[config.mk]
export PLATFORM = sky130hd
export DESIGN_NAME = dtmf_timing_qual
export DESIGN_NICKNAME = d
export VERILOG_FILES = /design/src/rtl/dtmf_tq_pkg.sv /design/src/rtl/dtmf_tq_profile.sv /design/src/rtl/dtmf_tq_fsm.sv /design/src/rtl/dtmf_tq_outreg.sv /design/src/rtl/dtmf_timing_qual.sv
export SDC_FILE = /design/constraint.sdc
export NUM_CORES = 1
export LEC_CHECK = 0
export BUFFER_PORTS_ARGS = -buffer_cell sky130_fd_sc_hd__buf_2
export CORE_ASPECT_RATIO = 0.75
export CORE_UTILIZATION = 35
export DETAILED_ROUTE_END_ITERATION = 8
export SLEW_MARGIN = 15
export SYNTH_ARGS = -nofsm -noshare
export SYNTH_HDL_FRONTEND = slang
export SYNTH_SLANG_ARGS = --single-unit
[constraint.sdc]
create_clock -name clk -period 5.2 [get_ports clk]
set_input_delay 0.52 -clock clk [delete_from_list [all_inputs] [get_ports clk]]
set_output_delay 0.52 -clock clk [all_outputs]
set_load 0.01 [all_outputs]
[src/rtl/dtmf_tq_pkg.sv]
package dtmf_tq_pkg;
  typedef enum logic [2:0] {
    S_IDLE = 3'd0,
    S_QUAL = 3'd1,
    S_GAP1 = 3'd2,
    S_ACC  = 3'd3,
    S_GAP2 = 3'd4,
    S_REL  = 3'd5
  } qstate_t;
endpackage

[src/rtl/dtmf_tq_profile.sv]
module dtmf_tq_profile #(
  parameter int TW      = 8,
  parameter int NRM_DET = 37, parameter int FST_DET = 24,
  parameter int NRM_REJ = 26, parameter int FST_REJ = 12,
  parameter int NRM_DR1 = 10, parameter int FST_DR1 = 10,
  parameter int NRM_DR2 = 20, parameter int FST_DR2 = 15,
  parameter int NRM_PAU = 30, parameter int FST_PAU = 24,
  parameter int NRM_SPD = 3,  parameter int FST_SPD = 3
) (
  input  logic          clk,
  input  logic          rst,
  input  logic          fast_mode,
  output logic [TW-1:0] det,
  output logic [TW-1:0] rej,
  output logic [TW-1:0] drop1,
  output logic [TW-1:0] drop2,
  output logic [TW-1:0] pause,
  output logic [TW-1:0] spd
);
  localparam int NUM_SET = 2;
  localparam int VAL_PER = 6;

  logic [TW-1:0] tbl [NUM_SET][VAL_PER];

  assign tbl[0][0] = TW'(NRM_DET);
  assign tbl[0][1] = TW'(NRM_REJ);
  assign tbl[0][2] = TW'(NRM_DR1);
  assign tbl[0][3] = TW'(NRM_DR2);
  assign tbl[0][4] = TW'(NRM_PAU);
  assign tbl[0][5] = TW'(NRM_SPD);
  assign tbl[1][0] = TW'(FST_DET);
  assign tbl[1][1] = TW'(FST_REJ);
  assign tbl[1][2] = TW'(FST_DR1);
  assign tbl[1][3] = TW'(FST_DR2);
  assign tbl[1][4] = TW'(FST_PAU);
  assign tbl[1][5] = TW'(FST_SPD);

  logic sel;

  always_ff @(posedge clk) begin
    if (rst) sel <= 1'b0;
    else     sel <= fast_mode;
  end

  assign det   = tbl[sel][0];
  assign rej   = tbl[sel][1];
  assign drop1 = tbl[sel][2];
  assign drop2 = tbl[sel][3];
  assign pause = tbl[sel][4];
  assign spd   = tbl[sel][5];
endmodule

[src/rtl/dtmf_tq_fsm.sv]
module dtmf_tq_fsm
  import dtmf_tq_pkg::*;
#(
  parameter int TW = 8,
  parameter int DW = 4
) (
  input  logic          clk,
  input  logic          rst,
  input  logic          tick,
  input  logic          tone_valid,
  input  logic [DW-1:0] tone_digit,
  input  logic          present_n,
  input  logic [TW-1:0] det,
  input  logic [TW-1:0] rej,
  input  logic [TW-1:0] drop1,
  input  logic [TW-1:0] drop2,
  input  logic [TW-1:0] pause,
  input  logic [TW-1:0] spd,
  output qstate_t       state,
  output logic          load,
  output logic [DW-1:0] load_data,
  output logic          clr,
  output logic          flag_set,
  output logic          flag_clr
);
  localparam logic [TW-1:0] ONE = TW'(1);

  qstate_t       st_q, st_d;
  logic [TW-1:0] el_q, el_d;
  logic [TW-1:0] gp_q, gp_d;
  logic [TW-1:0] sp_q, sp_d;
  logic [DW-1:0] dg_q, dg_d;
  logic [TW-1:0] lim;

  always_comb begin
    st_d     = st_q;
    el_d     = el_q;
    gp_d     = gp_q;
    sp_d     = sp_q;
    dg_d     = dg_q;
    load     = 1'b0;
    clr      = 1'b0;
    flag_set = 1'b0;
    flag_clr = 1'b0;
    lim      = present_n ? drop1 : drop2;
    if (tick) begin
      unique case (st_q)
        S_IDLE: begin
          if (tone_valid) begin
            st_d = S_QUAL;
            el_d = ONE;
            dg_d = tone_digit;
          end
        end
        S_QUAL, S_GAP1: begin
          if (tone_valid) begin
            if (el_q + ONE >= det) begin
              load = 1'b1;
              st_d = S_ACC;
              sp_d = '0;
              gp_d = '0;
            end else begin
              el_d = el_q + ONE;
              st_d = S_QUAL;
            end
          end else if (st_q == S_QUAL) begin
            if (el_q <= rej) begin
              st_d = S_IDLE;
            end else begin
              st_d = S_GAP1;
              gp_d = ONE;
              el_d = el_q + ONE;
            end
          end else if (gp_q >= drop1) begin
            st_d = S_IDLE;
          end else begin
            gp_d = gp_q + ONE;
            el_d = el_q + ONE;
          end
        end
        S_ACC: begin
          if (!tone_valid) begin
            st_d = S_GAP2;
            gp_d = ONE;
          end
        end
        S_GAP2: begin
          if (tone_valid) begin
            st_d = S_ACC;
          end else if (gp_q >= lim) begin
            st_d     = S_REL;
            gp_d     = gp_q + ONE;
            flag_set = 1'b1;
          end else begin
            gp_d = gp_q + ONE;
          end
        end
        S_REL: begin
          if (tone_valid) begin
            st_d     = S_ACC;
            flag_clr = 1'b1;
          end else if (gp_q + ONE >= pause) begin
            st_d = S_IDLE;
            clr  = 1'b1;
          end else begin
            gp_d = gp_q + ONE;
          end
        end
        default: st_d = S_IDLE;
      endcase
      if ((st_q == S_ACC || st_q == S_GAP2) && present_n && !flag_set) begin
        if (sp_q + ONE >= spd) flag_clr = 1'b1;
        else                   sp_d = sp_q + ONE;
      end
    end
  end

  always_ff @(posedge clk) begin
    if (rst) begin
      st_q <= S_IDLE;
      el_q <= '0;
      gp_q <= '0;
      sp_q <= '0;
      dg_q <= '0;
    end else begin
      st_q <= st_d;
      el_q <= el_d;
      gp_q <= gp_d;
      sp_q <= sp_d;
      dg_q <= dg_d;
    end
  end

  assign state     = st_q;
  assign load_data = dg_q;
endmodule

[src/rtl/dtmf_tq_outreg.sv]
module dtmf_tq_outreg #(
  parameter int DW = 4
) (
  input  logic          clk,
  input  logic          rst,
  input  logic          load,
  input  logic [DW-1:0] load_data,
  input  logic          clr,
  input  logic          flag_set,
  input  logic          flag_clr,
  output logic [DW-1:0] rx_data,
  output logic          present_n
);
  always_ff @(posedge clk) begin
    if (rst) begin
      rx_data   <= '0;
      present_n <= 1'b1;
    end else begin
      if (clr)       rx_data <= '0;
      else if (load) rx_data <= load_data;
      if (flag_set || clr) present_n <= 1'b1;
      else if (flag_clr)   present_n <= 1'b0;
    end
  end
endmodule

[src/rtl/dtmf_timing_qual.sv]
module dtmf_timing_qual
  import dtmf_tq_pkg::*;
#(
  parameter int TW      = 8,
  parameter int DW      = 4,
  parameter int NRM_DET = 37, parameter int FST_DET = 24,
  parameter int NRM_REJ = 26, parameter int FST_REJ = 12,
  parameter int NRM_DR1 = 10, parameter int FST_DR1 = 10,
  parameter int NRM_DR2 = 20, parameter int FST_DR2 = 15,
  parameter int NRM_PAU = 30, parameter int FST_PAU = 24,
  parameter int NRM_SPD = 3,  parameter int FST_SPD = 3
) (
  input  logic          clk,
  input  logic          rst,
  input  logic          tick,
  input  logic          fast_mode,
  input  logic          tone_valid,
  input  logic [DW-1:0] tone_digit,
  output logic [DW-1:0] rx_data,
  output logic          present_n
);
  logic [TW-1:0] det, rej, drop1, drop2, pause, spd;
  qstate_t       st;
  logic          load, clr, flag_set, flag_clr;
  logic [DW-1:0] load_data;

  dtmf_tq_profile #(
    .TW(TW),
    .NRM_DET(NRM_DET), .FST_DET(FST_DET),
    .NRM_REJ(NRM_REJ), .FST_REJ(FST_REJ),
    .NRM_DR1(NRM_DR1), .FST_DR1(FST_DR1),
    .NRM_DR2(NRM_DR2), .FST_DR2(FST_DR2),
    .NRM_PAU(NRM_PAU), .FST_PAU(FST_PAU),
    .NRM_SPD(NRM_SPD), .FST_SPD(FST_SPD)
  ) u_prof (
    .clk(clk), .rst(rst), .fast_mode(fast_mode),
    .det(det), .rej(rej), .drop1(drop1), .drop2(drop2),
    .pause(pause), .spd(spd)
  );

  dtmf_tq_fsm #(.TW(TW), .DW(DW)) u_fsm (
    .clk(clk), .rst(rst), .tick(tick),
    .tone_valid(tone_valid), .tone_digit(tone_digit),
    .present_n(present_n),
    .det(det), .rej(rej), .drop1(drop1), .drop2(drop2),
    .pause(pause), .spd(spd),
    .state(st), .load(load), .load_data(load_data), .clr(clr),
    .flag_set(flag_set), .flag_clr(flag_clr)
  );

  dtmf_tq_outreg #(.DW(DW)) u_out (
    .clk(clk), .rst(rst), .load(load), .load_data(load_data),
    .clr(clr), .flag_set(flag_set), .flag_clr(flag_clr),
    .rx_data(rx_data), .present_n(present_n)
  );
endmodule

Word level (Yosys, flattened, before mapping)
Cells that the tools add are included.

operators by class
  bitwise logic cells = 1
  divide/modulo/power cells = 0
  shift operators = 0
  reduce and logical (&&, ||, !) cells = 15
  multiply operators = 0
  equal/unequal tests = 17
  add/subtract/negate cells = 3
  multiplexer cells = 56
  $lt $le $gt $ge = 7

operators by type and width
  cell                                                   number
  2-to-1 mux 8 bit                                       21
  2-to-1 mux 48 bit                                      2
  2-to-1 mux 46 bit                                      1
  >= comparator 8 bit                                    5
  case mux 8 bit (4 select lines)                        1
  2-to-1 mux 3 bit                                       9
  adder 8 x 1 -> 8 bit, second input constant            3
  2-to-1 mux 1 bit                                       18
  case mux 8 bit (2 select lines)                        1
  case mux 3 bit (5 select lines)                        1
  AND reduction 6 bit                                    2
  inequality test 2 bit, second input constant           5
  inequality test 3 x 2 -> 1 bit, second input constant  3
  AND reduction 9 bit                                    1
  <= comparator 8 bit                                    1
  equality test 3 x 2 -> 1 bit, second input constant    2
  equality test 3 bit, second input constant             2
  OR reduction 2 bit                                     3
  2-to-1 mux 2 bit                                       2
  inequality test 4 x 2 -> 1 bit, second input constant  1
  inequality test 4 x 3 -> 1 bit, second input constant  1
  inequality test 4 bit, second input constant           1
  nonzero test 4 bit                                     1
  equality test 3 x 1 -> 1 bit, second input constant    1
  other kinds (9)                                        11

storage, ports and cells
  memory bits (writable) = 0
  memories kept = 0
  register bits = 37
  output and inout bits = 5
  bits of input ports = 9
  latch bits = 0
  word-level logic and storage cells = 107
  memory bits (read-only) = 0

Depth between registers and ports, before layout
  depth after elaboration = 14
  mapped depth = 12
  gate-level depth less buffers = 10

Modules after synthesis
Synthesis repeated with hierarchy kept, for this count alone.

second synthesis, totals
  cell total of the unflattened synthesis = 475
  area, all modules = 3801.1 µm²

modules (own cells, without submodules)
  module           instances  sequential area each (µm²)  area each (µm²)  cells each
  dtmf_tq_fsm      1          620.6                       3221.8           406
  dtmf_tq_profile  1          20.0                        397.9            52
  dtmf_tq_outreg   1          100.1                       181.4            17

Worst setup path after synthesis
OpenSTA, ideal clock, no wires.

  path kind = reg-to-reg
  from = register u_fsm.el_q[0]
  to = register u_fsm.gp_q[6]
  path slack = 2.390 ns
  stages on the path, launching flop included = 13
  data arrival time = 2.694 ns
  path buffers = 2
  clock period less this slack = 2.810 ns
  setup time = 0.116 ns
  required time = 5.084 ns
  cells stage by stage = dfxtp_1 ha_1 clkbuf_1 xor2_1 ha_1 or4b_1 o211ai_1 a21oi_1 o41a_1 nand4b_1 buf_2 nor4_1 a31o_2

on the way
  cells in the longest elaborated chain, start to end = 4
  elaborated cells on any way between the ends = 6
  those cells by class = 1 x add/sub; 2 x order compare; 2 x eq/ne; 1 x reduce/logical

ends and longest elaborated chain
  item                                      RTL line            source
  start: declaration                        dtmf_tq_fsm.sv:29   logic [TW-1:0] el_q, el_d;
  start signal: assignment                  dtmf_tq_fsm.sv:127  el_q <= el_d;
  adder 8 x 1 -> 8 bit                      dtmf_tq_fsm.sv:57   if (el_q + ONE >= det) begin
  >= comparator 8 bit                       dtmf_tq_fsm.sv:57
  inequality test 3 x 2 -> 1 bit (no line)  --
  AND reduction 9 bit (no line) *           --
  end signal: assignment                    dtmf_tq_fsm.sv:128  gp_q <= gp_d;
  end: declaration                          dtmf_tq_fsm.sv:30   logic [TW-1:0] gp_q, gp_d;

Mark *: on every way between the ends. The rest lies on a longest branch, timed or not.
A chain may end at the register's enable or synchronous reset.

Final worst setup path
  from = register u_fsm.el_q[3]
  to = register u_fsm.gp_q[5]

Same word-level chain as after synthesis.

==> run metrics <==
RSZ-0062 raised after global routing=false; Clock Power Share=43.5%; initial core utilization=between 30% and 40%; cts repair resizes=0; Worst setup EP type=flop; Post-synth top cells=nor2_1, dfxtp_1, a21oi_1, ha_1, nand2_1; largest net degree at the start of global routing=28; compound-cell area share of the yosys netlist=21.4%; RD Place Congestion=about 0.82; hold endpoint=u_prof.sel$_SDFF_PP0_; Seq cells post-synth=37; FFs w/ async S/R, synth=0%; xor/xnor cell area share of the yosys netlist=under 10%; Final HPWL DP=4.19 mm; Gate power share=under 10%; top fanout value on the critical path=14; Synth Warn #=0; # diodes=0; final setup TNS=0 ns; Top Metal Used=met4; Rows=26; hold_sp=fast_mode; Worst-Margin Slew=roughly 1 ns; Routed met2 length=~2.4 mm; Via density=5.38; initial antenna violation count=0; Cells after Synth=approximately 320; Reg clk slew, reported paths=0.08 ns; r2r setup slk=around 1.8 ns; Syn Area/Cell=between 8 and 9 sq um; core box area=a little under 0.007 sq mm; via count=around 2200; clk buf depth=2; I/O Buffers=13; Power Dens Cells=219 mW/mm^2; synth unique cells=61; # setup viols final=0; Req. time, crit path=~5.4 ns; dominant cells by area after synthesis=dfxtp_1, ha_1, nor2_1; Post-Synth Simple-Gate Area=approximately 27%; worst-case reg-to-reg path depth=10; Final Hold Fails=0; Die Y=roughly 76 um; status=finished, final reports clean; CTS HTree Levels=2; Post-synth EDFFs=0; hold slack=roughly 0.43 ns; GRT Total Usage=~16%; number of post-CTS setup repair buffers=0; Final Net Count=approximately 350; Syn Nets=345; drt wl/cell=approximately 14 um; hold crit path type=in2reg; worst path arrival time=about 3.7 ns; WL met3=slightly above 400 um; Area Overhead vs Synth=8.91%; clk sink count=37; Final Critical Period=roughly 3.4 ns; CTS buffer count=5; layout cell share with drive strength beyond 1=11.4%; crit path launch type=flop; final worst-path cycle share=65.9%; clk root buf=clkbuf_8; top-area cell type share of the netlist area=29.0%; Fmax achieved=0.292 GHz; Int Pwr=around 0.46 mW; Post-Route WL=5.91 mm; die width=approximately 100 um; Routed Antenna Nets=0; DRT Pass-1 Iters=4; Slew headroom=33.9%; Worst Path Class, Setup=reg2reg; cell with the most instances after synthesis=nor2_1; Slew Limit Fails=0; r2r endpoint=u_fsm.gp_q[5]$_SDFFE_PP0P_; M1 WL=3.01 mm; clk_lat worst skew=approximately 0.30 ns; post-synthesis sequential area ratio=between 20% and 30%; die area=0.00765 sq mm; Seq pwr share=a little under half; Hold Path Stages=2; clock skew=about 0.0066 ns; first-pass GRT wire length=9.76 mm; static leakage=between 1 and 1.5 nW; hold buffers post-CTS=0; top_reg_cell synth=dfxtp_1; fill cell count=around 730; FF-to-FF Start=u_fsm.el_q[3]$_SDFFE_PP0P_; P_sw=between 0.1 and 0.15 mW; Synth area leader=dfxtp_1; io pins=14; 1st-iter DRT viols=142; vias in the first global route=about 2000; global route overflow=0; Cell Area, Synth=~0.0026 sq mm; largest family of logic cells by synthesized area=simple AND/OR/NAND/NOR gates; Max IR drop VDD=roughly 0.14 mV; number of remaining DRC errors=0; CTS tree=yes; mux cell area share after synthesis=about 4.8%; Adder-Cell Fraction of Synth Area=9.79%; # Max-Cap Violations=0; switch share=approximately a quarter
## flip-flops by register name, summed over array words and instances (netlist names)
name,cells
u_fsm.load_data,4
u_fsm.gp_q,8
u_fsm.sp_q,8
u_fsm.el_q,8
u_prof.sel,1
u_out.present_n,1
u_out.rx_data,4
u_fsm.state,3
## placed cells by master, fill, tap and decap left out, drive strengths merged, types with 3 or more instances in the layout
| cell | count |
|---|---|
| or3 | 3 |
| nand3b | 4 |
| nor2 | 38 |
| a21oi | 20 |
| a211oi | 4 |
| xnor2 | 3 |
| nand2 | 15 |
| buf | 13 |
| and4 | 3 |
| nor3 | 7 |
| o41ai | 4 |
| o21a | 3 |
| clkbuf | 6 |
| or2 | 7 |
| mux2i | 10 |
| a31oi | 3 |
| o31ai | 4 |
| dfxtp | 37 |
| ha | 20 |
| nand2b | 4 |
| inv | 14 |
| xor2 | 5 |
| and2 | 3 |
| and3 | 12 |
| nor2b | 7 |
| nand3 | 9 |
| o21ai | 13 |
| o211ai | 9 |
| nand4 | 3 |
## per-layer routing
layer / GRT usage [%] / vias to the layer above
li1: - / 1156
met1: 23.6 / 1016
met2: 22.7 / 56
met3: 4.04 / 6
met4: 4.64 / 0
met5: 0 / -
## cell families (layout without fill, tap and decap cells)
logic type | count (synthesis) | in the layout
buffers and inverters | 34 | 35
multiplexers | 12 | 12
AO/OA/AOI/OAI | 79 | 79
XOR/XNOR | 8 | 8
AND/OR/NAND/NOR | 126 | 126
flip-flops | 37 | 37
adder cells (fa/ha/maj) | 20 | 20
## critical path: stages (launching register included)
cell and delay (ns):
dfxtp_1 0.43, and3_1 0.27, nor2b_1 0.23, xor2_1 0.24, ha_1 0.21, and4b_1 0.19, a31oi_1 0.41, o41a_1 0.19
nand4b_1 0.41, or4b_1 0.64, a21oi_1 0.14
## worst max-delay path by stage
stage	slack (ns)	end	depth (start not counted)	from
after floorplan	2.39	u_fsm.gp_q[6]$_SDFFE_PP0P_	12	u_fsm.el_q[0]$_SDFFE_PP0P_
after global routing	1.47	u_fsm.gp_q[2]$_SDFFE_PP0P_	10	u_fsm.el_q[3]$_SDFFE_PP0P_
after detailed placement	1.84	u_fsm.gp_q[5]$_SDFFE_PP0P_	10	u_fsm.el_q[3]$_SDFFE_PP0P_
final	1.77	u_fsm.gp_q[5]$_SDFFE_PP0P_	10	u_fsm.el_q[3]$_SDFFE_PP0P_
after CTS	1.82	u_fsm.gp_q[5]$_SDFFE_PP0P_	10	u_fsm.el_q[3]$_SDFFE_PP0P_
after global placement	2.01	u_fsm.gp_q[5]$_SDFFE_PP0P_	10	u_fsm.el_q[3]$_SDFFE_PP0P_
## power by group through the flow
stage | clock [mW] | sequential (mW) | combinational [mW]
3_5_place_dp | 0 | 0.299 | 0.0523
2_1_floorplan | 0 | 0.296 | 0.0416
5_1_grt | 0.283 | 0.293 | 0.0594
3_3_place_gp | 0 | 0.299 | 0.0524
6_report | 0.266 | 0.293 | 0.0527
4_1_cts | 0.273 | 0.293 | 0.0527
## final cells by class
class / count / area [sq um] / share of cell area, %
multi-input combinational: 245 / 1680 / 60.4
sequential: 37 / 741 / 26.6
tap: 98 / 123 / 4.40
clock buffer: 6 / 82.6 / 2.97
timing repair buffer: 13 / 65.1 / 2.34
inverter: 14 / 52.6 / 1.89
clock inverter: 2 / 37.5 / 1.35
## through the flow
step	instances	setup slack (ns)	utilization (%)	total power, mW	instance area, sq um
floorplan	316	2.39	-	0.337	2560
global placement	407	2.01	38.4	0.352	2660
detailed placement	407	1.84	38.4	0.352	2660
CTS	415	1.82	40.2	0.618	2780
global route	415	1.47	40.2	0.636	2780
finish	415	1.77	40.2	0.611	2780
No activity file was read; power rests on OpenSTA's default activity.
